--- src/rtl/fcr_pkg.sv ---
package fcr_pkg;
  // Instruction word bit positions (decoded by software and engine)
  localparam int INSTR_W     = 24;
  localparam int START_BIT   = 8;
  // Control word fields
  localparam int MODE_LSB    = 16;
  localparam int MODE_EN_BIT = 24;
  localparam int CTRL_W      = MODE_EN_BIT - MODE_LSB + 1;
  // Word indices of the register map (byte offset / 4)
  localparam int IDX_CTRL    = 0;
  localparam int IDX_STAT    = 1;
  localparam int IDX_INSTR   = 2;
  localparam int IDX_ADDR    = 3;
  localparam int IDX_RX      = 4;

  typedef struct packed {
    logic [7:0] len_m1;
    logic [3:0] dummy;
    logic       addr_en;
    logic       wr;
    logic       rd;
    logic       start;
    logic [7:0] opcode;
  } instr_t;
endpackage

--- src/rtl/fcr_apb_port.sv ---
module fcr_apb_port #(
  parameter int ADDR_W = 8,
  parameter int DATA_W = 32,
  localparam int IDX_W = ADDR_W - 2
) (
  input  logic              clk,
  input  logic              rst,
  input  logic              psel,
  input  logic              penable,
  input  logic              pwrite,
  input  logic [ADDR_W-1:0] paddr,
  input  logic [DATA_W-1:0] rd_word,
  output logic [IDX_W-1:0]  idx,
  output logic              wr_hit,
  output logic [DATA_W-1:0] prdata
);
  logic unused_lsb;
  assign unused_lsb = ^paddr[1:0];
  assign idx    = paddr[ADDR_W-1:2];
  assign wr_hit = psel & penable & pwrite;

  // read data is captured in the setup phase so the access phase sees a register
  always_ff @(posedge clk) begin
    if (rst) prdata <= '0;
    else if (psel && !penable && !pwrite) prdata <= rd_word;
  end
endmodule

--- src/rtl/fcr_word_bank.sv ---
module fcr_word_bank #(
  parameter int N = 4,
  parameter int W = 32
) (
  input  logic           clk,
  input  logic           rst,
  input  logic [N-1:0]   wr_en,
  input  logic [W-1:0]   wr_word,
  input  logic           load,
  input  logic [N*W-1:0] load_data,
  output logic [N*W-1:0] words
);
  logic [W-1:0] q [N];

  for (genvar k = 0; k < N; k++) begin : g_word
    always_ff @(posedge clk) begin
      if (rst)           q[k] <= '0;
      else if (load)     q[k] <= load_data[k*W +: W];
      else if (wr_en[k]) q[k] <= wr_word;
    end
    assign words[k*W +: W] = q[k];
  end
endmodule

--- src/rtl/fcr_launch.sv ---
module fcr_launch (
  input  logic clk,
  input  logic rst,
  input  logic start_bit,
  input  logic done,
  output logic start,
  output logic busy,
  output logic capture
);
  logic prev_q;
  logic launch;

  assign launch  = start_bit & ~prev_q & ~busy;
  assign capture = done & busy;

  always_ff @(posedge clk) begin
    if (rst) begin
      prev_q <= 1'b0;
      start  <= 1'b0;
      busy   <= 1'b0;
    end else begin
      prev_q <= start_bit;
      start  <= launch;
      if (launch)    busy <= 1'b1;
      else if (done) busy <= 1'b0;
    end
  end
endmodule

--- src/rtl/flash_cmd_regs.sv ---
module flash_cmd_regs
  import fcr_pkg::*;
#(
  parameter int ADDR_W   = 8,
  parameter int DATA_W   = 32,
  parameter int N_WORDS  = 4,
  parameter int FADDR_W  = 24,
  localparam int IDX_W   = ADDR_W - 2,
  localparam int BUS_W   = N_WORDS * DATA_W,
  localparam int IDX_TX  = IDX_RX + N_WORDS
) (
  input  logic               clk,
  input  logic               rst,
  input  logic               psel,
  input  logic               penable,
  input  logic               pwrite,
  input  logic [ADDR_W-1:0]  paddr,
  input  logic [DATA_W-1:0]  pwdata,
  output logic [DATA_W-1:0]  prdata,
  output logic               pready,
  output logic               pslverr,
  output logic [7:0]         eng_opcode,
  output logic               eng_rd,
  output logic               eng_wr,
  output logic               eng_addr_en,
  output logic [3:0]         eng_dummy,
  output logic [7:0]         eng_len,
  output logic [FADDR_W-1:0] eng_addr,
  output logic [7:0]         eng_mode_byte,
  output logic               eng_mode_en,
  output logic               eng_start,
  output logic [BUS_W-1:0]   eng_txdata,
  input  logic               eng_done,
  input  logic [BUS_W-1:0]   eng_rxdata
);
  logic [IDX_W-1:0]   idx;
  logic               wr_hit;
  logic [DATA_W-1:0]  rd_word;
  logic [CTRL_W-1:0]  ctrl_q;
  instr_t             instr_q;
  logic [FADDR_W-1:0] addr_q;
  logic               busy_q;
  logic               capture;
  logic [N_WORDS-1:0] tx_wen;
  logic [BUS_W-1:0]   rx_flat;

  assign pready  = 1'b1;
  assign pslverr = 1'b0;

  fcr_apb_port #(.ADDR_W(ADDR_W), .DATA_W(DATA_W)) u_port (
    .clk(clk), .rst(rst), .psel(psel), .penable(penable), .pwrite(pwrite),
    .paddr(paddr), .rd_word(rd_word), .idx(idx), .wr_hit(wr_hit), .prdata(prdata)
  );

  // scalar registers
  always_ff @(posedge clk) begin
    if (rst) begin
      ctrl_q  <= '0;
      instr_q <= '0;
      addr_q  <= '0;
    end else if (wr_hit) begin
      if (idx == IDX_W'(IDX_CTRL))  ctrl_q  <= pwdata[MODE_EN_BIT:MODE_LSB];
      if (idx == IDX_W'(IDX_INSTR)) instr_q <= pwdata[INSTR_W-1:0];
      if (idx == IDX_W'(IDX_ADDR))  addr_q  <= pwdata[FADDR_W-1:0];
    end
  end

  for (genvar k = 0; k < N_WORDS; k++) begin : g_txwen
    assign tx_wen[k] = wr_hit && (idx == IDX_W'(IDX_TX + k));
  end

  fcr_word_bank #(.N(N_WORDS), .W(DATA_W)) u_tx (
    .clk(clk), .rst(rst), .wr_en(tx_wen), .wr_word(pwdata),
    .load(1'b0), .load_data('0), .words(eng_txdata)
  );

  fcr_word_bank #(.N(N_WORDS), .W(DATA_W)) u_rx (
    .clk(clk), .rst(rst), .wr_en('0), .wr_word(pwdata),
    .load(capture), .load_data(eng_rxdata), .words(rx_flat)
  );

  fcr_launch u_launch (
    .clk(clk), .rst(rst), .start_bit(instr_q.start), .done(eng_done),
    .start(eng_start), .busy(busy_q), .capture(capture)
  );

  // read multiplexer
  always_comb begin
    rd_word = '0;
    if (idx == IDX_W'(IDX_CTRL))  rd_word[MODE_EN_BIT:MODE_LSB] = ctrl_q;
    if (idx == IDX_W'(IDX_STAT))  rd_word[0] = busy_q;
    if (idx == IDX_W'(IDX_INSTR)) rd_word[INSTR_W-1:0] = instr_q;
    if (idx == IDX_W'(IDX_ADDR))  rd_word[FADDR_W-1:0] = addr_q;
    for (int k = 0; k < N_WORDS; k++) begin
      if (idx == IDX_W'(IDX_RX + k)) rd_word = rx_flat[k*DATA_W +: DATA_W];
      if (idx == IDX_W'(IDX_TX + k)) rd_word = eng_txdata[k*DATA_W +: DATA_W];
    end
  end

  assign eng_opcode    = instr_q.opcode;
  assign eng_rd        = instr_q.rd;
  assign eng_wr        = instr_q.wr;
  assign eng_addr_en   = instr_q.addr_en;
  assign eng_dummy     = instr_q.dummy;
  assign eng_len       = instr_q.len_m1;
  assign eng_addr      = addr_q;
  assign eng_mode_byte = ctrl_q[7:0];
  assign eng_mode_en   = ctrl_q[CTRL_W-1];
endmodule

--- config.mk ---
export PLATFORM = sky130hd
export DESIGN_NAME = flash_cmd_regs
export DESIGN_NICKNAME = d
export VERILOG_FILES = /design/src/rtl/fcr_pkg.sv /design/src/rtl/fcr_apb_port.sv /design/src/rtl/fcr_word_bank.sv /design/src/rtl/fcr_launch.sv /design/src/rtl/flash_cmd_regs.sv
export SDC_FILE = /design/constraint.sdc
export NUM_CORES = 1
export LEC_CHECK = 0
export ABC_CLOCK_PERIOD_IN_PS = 6050
export BUFFER_PORTS_ARGS = -buffer_cell sky130_fd_sc_hd__buf_2
export CAP_MARGIN = 25
export CORE_AREA = 2 2 185 169
export CTS_CLUSTER_DIAMETER = 40
export DETAILED_ROUTE_END_ITERATION = 12
export DIE_AREA = 0 0 187 171
export PLACE_DENSITY = 0.76
export SLEW_MARGIN = 20
export SYNTH_ARGS = -nofsm -noshare
export SYNTH_HDL_FRONTEND = slang
export SYNTH_SLANG_ARGS = --single-unit
--- constraint.sdc ---
create_clock -name clk -period 6.05 [get_ports clk]
set_clock_uncertainty 0.2 [all_clocks]
set_input_delay 1.21 -clock clk [delete_from_list [all_inputs] [get_ports clk]]
set_output_delay 1.21 -clock clk [all_outputs]
set_load 0.01 [all_outputs]
== Word-level counts from Yosys, hierarchy flattened ==
Memory sizes are Yosys's and may differ from the RTL's.
Index checks and enable logic that the tools add are counted.
W data, S select, Z words.

* Memories: 2
* Register bits after elaboration: 92
* Memory bits (writable): 256
* Input bits: 174
* Output and inout bits: 219

* Bitwise logic cells: 15
* Reduce and logical (&&, ||, !) cells: 13
* Multiplexer cells: 39
* Eq/ne operators: 11

{| class="wikitable"
|+ Memories
! name !! depth !! bits a word !! read ports !! clocked after memory_dff !! wr ports !! RTL line !! RTL
|-
| u_rx.q || 4 || 32 || 4 || 0 || 4 || fcr_word_bank.sv:13 || <nowiki>logic [W-1:0] q [N];</nowiki>
|-
| u_tx.q || 4 || 32 || 4 || 0 || 4 || fcr_word_bank.sv:13 ||
|}

{| class="wikitable"
|+ Operators by type and width
! kind !! count
|-
| $mux W32 || 16
|-
| $mux W24 || 2
|-
| $eq A6 B3 Y1 const B || 4
|-
| $eq A6 B4 Y1 const B || 4
|-
| $mux W1 || 20
|-
| $eq A6 B2 Y1 const B || 2
|-
| $mux W9 || 1
|-
| $or A1 B1 Y1 || 8
|-
| $eq A6 B1 Y1 const B || 1
|-
| $logic_and A1 B1 Y1 || 6
|-
| $logic_not A6 Y1 || 1
|-
| $reduce_and A2 Y1 || 3
|-
| $and A1 B1 Y1 || 5
|-
| $logic_not A1 Y1 || 2
|-
| $not A1 Y1 || 2
|-
| $reduce_bool A2 Y1 || 1
|}

== Logic depth before layout (Yosys ltp) ==
Gate-level depths: netlist of run 1.

* Depth after elaboration: 12
* Mapped depth: 9
* Depth with buffers taken out: 6

== Hierarchy ==
A second synthesis of run 1 with hierarchy kept.

* Cells, all modules: 1430
* Area total of the unflattened synthesis: 17410.4 µm²

{| class="wikitable"
|+ Modules (own cells, without submodules)
! module !! cells each !! area an instance (µm²) !! instances !! seq. area each (µm²)
|-
| fcr_word_bank || 306 || 5429.0 || 2 || 3843.7
|-
| flash_cmd_regs || 663 || 4916.0 || 1 || 1141.1
|-
| fcr_apb_port || 147 || 1525.2 || 1 || 640.6
|-
| fcr_launch || 8 || 111.4 || 1 || 60.1
|}

== Worst setup path before layout of run 1 ==
OpenSTA, ideal clock, no wires.

* Path type: in2reg
* Start: in rst
* End: mem u_rx.q[0][0] (enable)
* Setup slack: 0.437 ns
* Arrival: 4.903 ns
* Cell stages on the path: 3
* Data required time: 5.340 ns
* Path through: clkbuf_1 -> clkbuf_1 -> nand2b_1

{| class="wikitable"
|+ RTL lines
! what !! RTL line !! RTL
|-
| from (decl) || flash_cmd_regs.sv:13 || <nowiki>input logic rst,</nowiki>
|-
| to (decl) || fcr_word_bank.sv:13 ||
|}

==> results of run 1 <==
## report_power, final
group	internal [uW]	switching, uW
combinational	103	206
sequential	2640	42.3
clock	1560	1080
total	4300	1330
## routing by layer
metal	vias to the layer above	part of all wire (%)
met5	-	0.039
met3	110	13
met2	941	44
met4	4	2.8
met1	6120	39
li1	5466	-
## cells by family (layout without fill, tap and decap cells)
kind of cell / count (synthesis) / count (layout) / synth area share, %
buf+inv: 95 / 509 / 2.71
compound gates: 305 / 305 / 13.7
flops: 348 / 348 / 64.2
simple gates: 523 / 523 / 19.3
other cells: 2 / 13 / 0.0506
## worst max-delay path, stage by stage
cell	delay [ns]
buf_2	0.23
nor4b_1	0.49
nand2_1	0.64
nor3_4	0.83
buf_4	0.35
and2_1	0.16
## cell type report
cell class	count	area [um2]
fill	2417	11500
sequential	348	9530
multi-input combinational	830	4980
timing repair buffer	422	2260
clock buffer	55	1220
tap	409	512
clock inverter	30	270
antenna	11	27.5
inverter	2	7.51
## per-stage QoR
stage / util, % / power (uW) / setup slack (ns)
global route: 62.1 / 5760 / 2.20
global placement: 56.7 / 3020 / 1.92
finish: 62.1 / 5620 / 2.30
floorplan: - / 2840 / 0.437
CTS: 61.9 / 5630 / 2.39
detailed placement: 57.0 / 3030 / 1.84
## synthesized netlist by cell type (23+ instances only)
| library cell | count | area share, % |
|---|---|---|
| a21oi_1 | 85 | 2.9 |
| a221oi_1 | 27 | 1.6 |
| a22oi_1 | 51 | 2.6 |
| and2_1 | 257 | 11 |
| buf_2 | 27 | 0.91 |
| clkbuf_1 | 63 | 1.6 |
| dfxtp_1 | 92 | 12 |
| edfxtp_1 | 256 | 52 |
| nand2_1 | 144 | 3.6 |
| nor2_1 | 35 | 0.89 |
| nor3_1 | 23 | 0.78 |
| o21ai_0 | 39 | 1.3 |
| o22ai_1 | 29 | 1.2 |
## flip-flops by register name, indices dropped and copies added (netlist names), 4 cells and up
name	flops
ctrl_q	9
eng_addr	24
u_tx.q	128
u_port.prdata	32
u_rx.q	128
eng_opcode	8
eng_len	8
eng_dummy	4
## final timing paths
| kind | to | cells after the start | start |
|---|---|---|---|
| hold / removal | u_launch.start | 1 | u_launch.prev_q |
| hold reg to reg | u_launch.start | 1 | u_launch.prev_q |
| setup reg to reg | u_rx.q[1][61] | 5 | u_launch.busy |
| setup / recovery | u_tx.q[2][27] | 6 | paddr[3] |
## cell usage in the layout (no fill, tap or decap), types with 7 or more instances in the layout
cell / Yosys / routed
o22ai_1: 29 / 29
o211ai_1: 13 / 13
nand3_1: 14 / 14
inv_6: 0 / 7
o221ai_1: 7 / 7
clkbuf_16: 0 / 46
edfxtp_1: 256 / 256
clkinv_2: 0 / 7
a21oi_1: 85 / 85
a22oi_1: 51 / 51
o21ai_0: 39 / 39
nor3_1: 23 / 22
and3_1: 8 / 7
nor2_1: 35 / 31
a211oi_1: 14 / 14
and2_1: 257 / 257
nor3_4: 2 / 7
a222oi_1: 9 / 9
dfxtp_1: 92 / 92
buf_2: 27 / 388
diode_2: 0 / 11
a221oi_1: 27 / 27
buf_4: 3 / 28
nand2_1: 144 / 144
==> run metrics, run 1 <==
status finished clean; maximum number of pins on one net before global-route repair 69; Crit Path Max Fanout 17; met2 usage in global routing 50.2%; count of flip-flops with a built-in enable after synthesis 256; type of element capturing the critical path flop; Power Dens Cells 299 nW/um2; main flop type after synthesis edfxtp_1; Syn Inst Count 1273; CTS sink count 348; Post-CTS Resized 0; Setup Crit Path Kind in -> reg; maximum count of clock buffers along a single path 3; total placed instance area 17300 um2; CP startpoint kind input pin; H-Tree Depth 2; number of hold-slack violations in the final timing report 0; routability-driven placement congestion ratio 0.937; iteration-0 DRC count of the detailed router 1503; clock buffer count from CTS 46; # IOs 393; Max VDD drop 0.216 mV; remaining antenna violation count after routing 0; met1 capacity usage during global routing 45.1%; layout cells sized above 1 31.1%; clk_lat worst skew 0.56 ns; width of the die 187 um; average wire length per cell after detail routing 25.7 um; normalized max-slew margin 28.1%; async set-reset flop share out of synthesis 0%; clock root cell clkbuf_16; Yosys reg bits 348; CTS clk-pin slew, worst paths 0.06 ns; die height 171 um; first-pass GRT wire length 77.3 mm; DRC violations left 0; initial standard-cell utilization of the core 49.0%; clock period minus final worst setup slack 3.75 ns; Worst Max-Slew Pin Slew 1.08 ns; unrepaired setup endpoints after global routing no; f_max 0.267 GHz; highest-utilization routing layer at the global route stage met2; Post CTS Setup Buffer Count 0; Hold Crit Class reg -> reg; HPWL after detailed placement 36.2 mm; layout overhead on the synthesized area 26.8%; M3 GR Usage 9.91%; post-route design area 18800 um2; count of maximum capacitance violations 0; CTS tree built; synthesized netlist net count 1447; standard cell core area 30300 um2; number of distinct library cells after synthesis 54; gr usage total 32.9%; number of pins with negative max-slew slack in the final report 0; Reg2Reg Setup Slack 3.80 ns; mean instance size in the synthesized netlist 11.7 um2; Port Buf Inserts 388; Worst EP required 6.26 ns; Hold-fix buffers, CTS 0; Site Rows 61; Via Count 12600; Final Cycle Share 62.0%; sequential fraction of the synthesis area 64.2%; total standard cell area after synthesis 14800 um2; static leakage 0.00743 uW; Setup TNS Final 0 ns; non-filler instance count after layout 2107; via density per instance 6.00; area of the die 32000 um2; number of antenna violations at the first check in global routing 12; final setup vio count 0; via count of the first global-routing pass 12200; NumNets Final 1824; total congestion overflow 0; smallest hold slack 0.223 ns; data arrival at the endpoint of the critical path 3.96 ns; Routed WL 54.2 mm; yosys warns 0; placed insts 2009; DRT Pass-1 Iters 6
(Power assumes the default switching activity.)
==> run 2, diff against run 1 <==
Settings changed: ABC_CLOCK_PERIOD_IN_PS 6050 to 3800.
Clock period 6.05 ns to 3.8 ns, I/O delays scaled along.
==> run metrics, run 2 (same netlist as run 1, synthesis figures left out) <==
CP startpoint kind input pin; unrepaired setup endpoints after global routing no; clk_lat worst skew 0.54 ns (-0.02 ns); clock root cell clkbuf_16; DRC violations left 0 (unchanged); data arrival at the endpoint of the critical path 2.98 ns (-0.98 ns); CTS tree built; total congestion overflow 0 (unchanged); fill count 2377 (-1.7%); maximum number of pins on one net before global-route repair 67 (-2.9%); clock buffer count from CTS 47 (+2.2%); count of maximum capacitance violations 0 (unchanged); met2 usage in global routing 50.5% (+0.29 points); first-pass GRT wire length 78.3 mm (+1.2%); met1 capacity usage during global routing 46.7% (+1.6 points); iteration-0 DRC count of the detailed router 1513 (+0.67%); normalized max-slew margin 29.8% (+1.7 points); standard cell core area 30300 um2 (unchanged); area of the die 32000 um2 (unchanged); maximum count of clock buffers along a single path 3 (unchanged); number of hold-slack violations in the final timing report 0 (unchanged); Crit Path Max Fanout 13 (-4); Via Count 12800 (+1.0%); CTS sink count 348 (unchanged); number of antenna violations at the first check in global routing 13 (+1); NumNets Final 1850 (+1.4%); Setup TNS Final 0 ns (unchanged); via count of the first global-routing pass 12200 (-0.46%); status finished with violations; area of all sequential standard cells 9530 um2 (unchanged); Post-Route Utilization 63.7% (+1.6 points); routability-driven placement congestion ratio 0.900 (-4.0%); die height 171 um (unchanged); area of combinational cells with multiple inputs 4980 um2 (about the same); f_max 0.361 GHz; H-Tree Depth 2 (unchanged); Worst EP required 4.01 ns (-2.25 ns); CTS clk-pin slew, worst paths 0.06 ns (about the same); Hold-fix buffers, CTS 0 (unchanged); final setup vio count 0 (unchanged); gr usage total 33.3% (+0.38 points); type of element capturing the critical path flop; DRT Pass-1 Iters 6 (unchanged); layout cells sized above 1 32.4% (+1.3 points); clock period minus final worst setup slack 2.77 ns; Post CTS Setup Buffer Count 0 (unchanged); Power Dens Cells 500 nW/um2 (+67%); total placed instance area 17500 um2 (+1.4%); Worst Max-Slew Pin Slew 1.04 ns (-0.0331 ns); Routed WL 55.3 mm (+2.1%); HPWL after detailed placement 37.2 mm (+2.7%); Setup Crit Path Kind in -> reg; static leakage 0.00768 uW (+3.5%); Hold Crit Class reg -> reg; post-route design area 19300 um2 (+2.6%); number of pins with negative max-slew slack in the final report 0 (unchanged); highest-utilization routing layer at the global route stage met2; via density per instance 5.96 (-0.61%); Final Cycle Share 72.9%; violations in the final reports antenna violations; layout overhead on the synthesized area 30.1%; leading cell type in the layout, fill and taps excluded buf_2; remaining antenna violation count after routing 1 (+1); M3 GR Usage 8.12% (-1.8 points); top flop regs u_rx.q x128, u_tx.q x128, u_port.prdata x32; Post-CTS Resized 0 (unchanged); commonest cells after routing, fill and taps aside buf_2, and2_1, edfxtp_1, nand2_1, dfxtp_1; Port Buf Inserts 388 (unchanged); Site Rows 61 (unchanged); width of the die 187 um (unchanged); # IOs 393 (unchanged); Max VDD drop 0.388 mV (+80%); average wire length per cell after detail routing 25.8 um (+0.49%); initial standard-cell utilization of the core 49.0% (unchanged)
run 2: changes by cell type in the layout (fill, tap and decap cells not counted), moves of 3 or more:
| cell | previous run | this run |
|---|---|---|
| clkbuf_16 | 46 | 50 |
| diode_2 | 11 | 18 |
| buf_12 | 2 | 7 |
| buf_8 | 3 | 0 |
| bufinv_16 | 2 | 9 |
| buf_4 | 28 | 53 |
| clkbuf_1 | 5 | 2 |
| clkinv_1 | 3 | 0 |
| clkinv_2 | 7 | 4 |
run 2: per-stage QoR:
step	hold WS (ns)	std cells	worst slack [ns]	power, uW
finish	0.227	2141	1.03	9660
global route	0.246	2130	0.932	9860
CTS	0.221	2123	1.09	9660
detailed placement	0.209	2036	0.584	4840
global placement	0.209	2036	0.620	4830
floorplan	0.196	1273	0.124	4510
run 2: worst paths after layout:
check,slack (ns),startpoint,end,cells after the start
worst max-delay path,1.03,paddr[5],u_port.prdata[11],8
worst min-delay path,0.23,u_launch.prev_q,u_launch.start,1
worst max register to register,1.75,u_launch.busy,u_rx.q[1][19],4
worst min register to register,0.23,u_launch.prev_q,u_launch.start,1
run 2: area by class of cell:
cell class | instances | share of cell area (%)
Multi-Input combinational cell | 830 | 25.8
Antenna cell | 18 | 0.233
Sequential cell | 348 | 49.4
Inverter | 2 | 0.0389
Clock inverter | 31 | 2.29
Clock buffer | 56 | 6.81
Tap cell | 409 | 2.65
Timing Repair Buffer | 447 | 12.8
run 2: routing by layer:
layer / vias to the layer above / share of wire [%]
li1: 5504 / -
met1: 6180 / 40
met2: 935 / 45
met3: 142 / 12
met4: 6 / 3.3
met5: - / 0.076
run 2: power breakdown:
part	switching, uW	internal [uW]	leakage [uW]	total, uW
sequential	68.6	4200	0.00328	4260
combinational	338	174	0.00356	512
clock	1770	3120	0.000848	4880
total	2170	7490	0.00768	9660
run 2: worst max-delay path: stages:
cell and delay (ns):
buf_2 0.26, nand2b_1 0.27, or3_1 0.75, buf_4 0.31
o21ai_0 0.26, nor3_1 0.11, o21ai_0 0.10, o211ai_1 0.13
==> run 3, diff against run 2 <==
Settings changed: ABC_CLOCK_PERIOD_IN_PS 3800 to 2310, CORE_AREA 2 2 185 169 to 2 2 189 172, DIE_AREA 0 0 187 171 to 0 0 191 174.
Clock period 3.8 ns to 2.31 ns, I/O delays scaled along.
==> run metrics, run 3 (same netlist as run 1, synthesis figures left out) <==
status finished clean; fill count 2323 (-2.3%); clock buffer count from CTS 46 (-2.1%); width of the die 191 um (+2.1%); length in cells of the worst reg-to-reg path 6 (+2); internal cell power 11700 uW (+56%); top flop regs u_rx.q x128, u_tx.q x128, u_port.prdata x32; number of pins with negative max-slew slack in the final report 0 (unchanged); average wire length per cell after detail routing 24.5 um (-5.0%); Routed WL 56.9 mm (+2.9%); first-pass GRT wire length 81.3 mm (+3.9%); type of element capturing the critical path flop; Hold-fix buffers, CTS 93 (+93); placed insts 2132 (+4.7%); post-layout worst setup margin 0.147 ns (-0.884 ns); H-Tree Depth 2 (unchanged); Via Count 13600 (+6.5%); CP startpoint kind input pin; Worst path most repeated cell buf_4; CTS tree built; NumNets Final 2031 (+9.8%); standard cell core area 31400 um2 (+3.7%); share of power burned in combinational logic 7.1% (+1.8 points); final setup vio count 0 (unchanged); static leakage 0.00850 uW (+11%); Max VDD drop 0.659 mV (+70%); Post-CTS Resized 0 (unchanged); layout overhead on the synthesized area 41.6%; Crit Path Max Fanout 5 (-8); remaining antenna violation count after routing 0 (-1); count of maximum capacitance violations 0 (unchanged); CTS clk-pin slew, worst paths 0.06 ns (about the same); clock network power share 46.7% (-3.9 points); commonest cells after routing, fill and taps aside buf_2, and2_1, edfxtp_1, nand2_1, buf_4; number of hold-slack violations in the final timing report 0 (unchanged); via density per instance 5.86 (-1.7%); start of the worst register-to-register path u_tx.q[0][18]; DRT Pass-1 Iters 6 (unchanged); maximum count of clock buffers along a single path 3 (unchanged); DRC violations left 0 (unchanged); dpl ws -0.292 ns (-0.876 ns); data arrival at the endpoint of the critical path 2.39 ns (-0.59 ns); worst setup path startpoint paddr[2]; Setup Crit Path Kind in -> reg; clock root cell clkbuf_16; leading cell type in the layout, fill and taps excluded buf_2; slowest cell on the critical path or4b_4; iteration-0 DRC count of the detailed router 1768 (+17%); maximum number of pins on one net before global-route repair 67 (unchanged); die height 174 um (+1.8%); Worst EP required 2.53 ns (-1.48 ns); end of the critical path u_port.prdata[19]; critical path cell sequence buf_2, or4b_4, nor3_4, buf_4, a22oi_1, nand2_1, nor4_1, buf_4, o41ai_1; Final Cycle Share 93.6%; HPWL after detailed placement 39.0 mm (+4.9%); Setup TNS Final 0 ns (unchanged); Post CTS Setup Buffer Count 0 (unchanged); depth of the worst hold-timing path 2 (+1); unrepaired setup endpoints after global routing no; Power Dens Cells 723 nW/um2 (+45%); initial standard-cell utilization of the core 47.2% (-1.7 points); gr usage total 33.3% (about the same); clock period minus final worst setup slack 2.16 ns; Worst Max-Slew Pin Slew 0.883 ns (-0.161 ns); sequential fraction of design power 46.2% (+2.1 points); post-route design area 21000 um2 (+8.9%); CTS sink count 348 (unchanged); Worst path max stage delay 0.56 ns (-0.19 ns); # IOs 393 (unchanged); routability-driven placement congestion ratio 0.943 (+4.7%); Reg2Reg Setup Slack 0.57 ns (-1.18 ns); normalized max-slew margin 41.1% (+11 points); total congestion overflow 0 (unchanged); switching power of the nets 3550 uW (+63%); Port Buf Inserts 388 (unchanged); Site Rows 62 (+1.6%); sw frac 23.3% (+0.84 points); clk_lat worst skew 0.55 ns (about the same); total placed instance area 18500 um2 (+5.9%); number of antenna violations at the first check in global routing 10 (-3); FF-to-FF End u_port.prdata[18]; layout cells sized above 1 33.7% (+1.3 points); area of the die 33200 um2 (+3.9%); non-filler instance count after layout 2319 (+8.3%); f_max 0.462 GHz; via count of the first global-routing pass 13000 (+6.6%); Hold Crit Class in -> reg
-- run 3: changes by cell type in the layout (fill, tap and decap cells not counted), moves of 2 or more --
cell           previous run  this run
dlygate4sd3_1             0        93
buf_4                    53       116
buf_12                    7        33
diode_2                  18         9
clkbuf_1                  2         9
bufinv_16                 9         4
a21o_4                    0         4
clkbuf_16                50        47
clkbuf_8                  4         1
a21o_1                    2         0
a21o_2                    2         0
clkinvlp_4                6         8
-- run 3: worst min path at each step --
| stage | start | endpoint | slack, ns |
|---|---|---|---|
| after floorplan | u_launch.prev_q | u_launch.start | 0.20 |
| after global placement | u_launch.prev_q | u_launch.start | 0.21 |
| after detailed placement | u_launch.prev_q | u_launch.start | 0.21 |
| after CTS | eng_rxdata[107] | u_rx.q[1][43] | 0.00009 |
| after global routing | eng_rxdata[24] | u_rx.q[0][24] | 0.003 |
| final | eng_rxdata[107] | u_rx.q[1][43] | 0.008 |
-- run 3: layout make-up --
| class | count | area [um2] | share of cell area (%) |
|---|---|---|---|
| multi-input cells | 830 | 5010 | 23.8 |
| flip-flops and latches | 348 | 9530 | 45.3 |
| diodes | 9 | 22.5 | 0.107 |
| well taps | 416 | 520 | 2.48 |
| repair buffers | 629 | 4400 | 20.9 |
| clock inverters | 28 | 304 | 1.45 |
| clock buffers | 57 | 1220 | 5.82 |
| inverters | 2 | 7.51 | 0.0357 |
-- run 3: power groups by stage --
stage | logic, uW | clock network [uW] | registers [uW]
6_report | 1080 | 7100 | 7020
3_3_place_gp | 912 | 0 | 7130
2_1_floorplan | 242 | 0 | 7180
5_1_grt | 1130 | 7380 | 7030
4_1_cts | 1050 | 7140 | 7010
3_5_place_dp | 922 | 0 | 7140
-- run 3: worst max-delay path, delay by kind of cell --
kind            cells  cell delay (ns)
simple gates        4             1.04
buf+inv             3             0.47
compound gates      2             0.39
-- run 3: routing by layer --
metal | global-route usage (%) | part of all wire (%)
met2 | 49.3 | 44
met1 | 45.8 | 38
met3 | 9.89 | 13
met5 | 0 | 0.084
met4 | 13.7 | 4.3
-- run 3: through the flow --
step | total power (uW) | hold slack (ns) | utilization, %
finish | 15200 | 0.00833 | 66.9
global route | 15500 | 0.00296 | 66.9
CTS | 15200 | 0.0000915 | 66.8
detailed placement | 8060 | 0.213 | 59.0
global placement | 8050 | 0.207 | 59.0
floorplan | 7430 | 0.196 | -
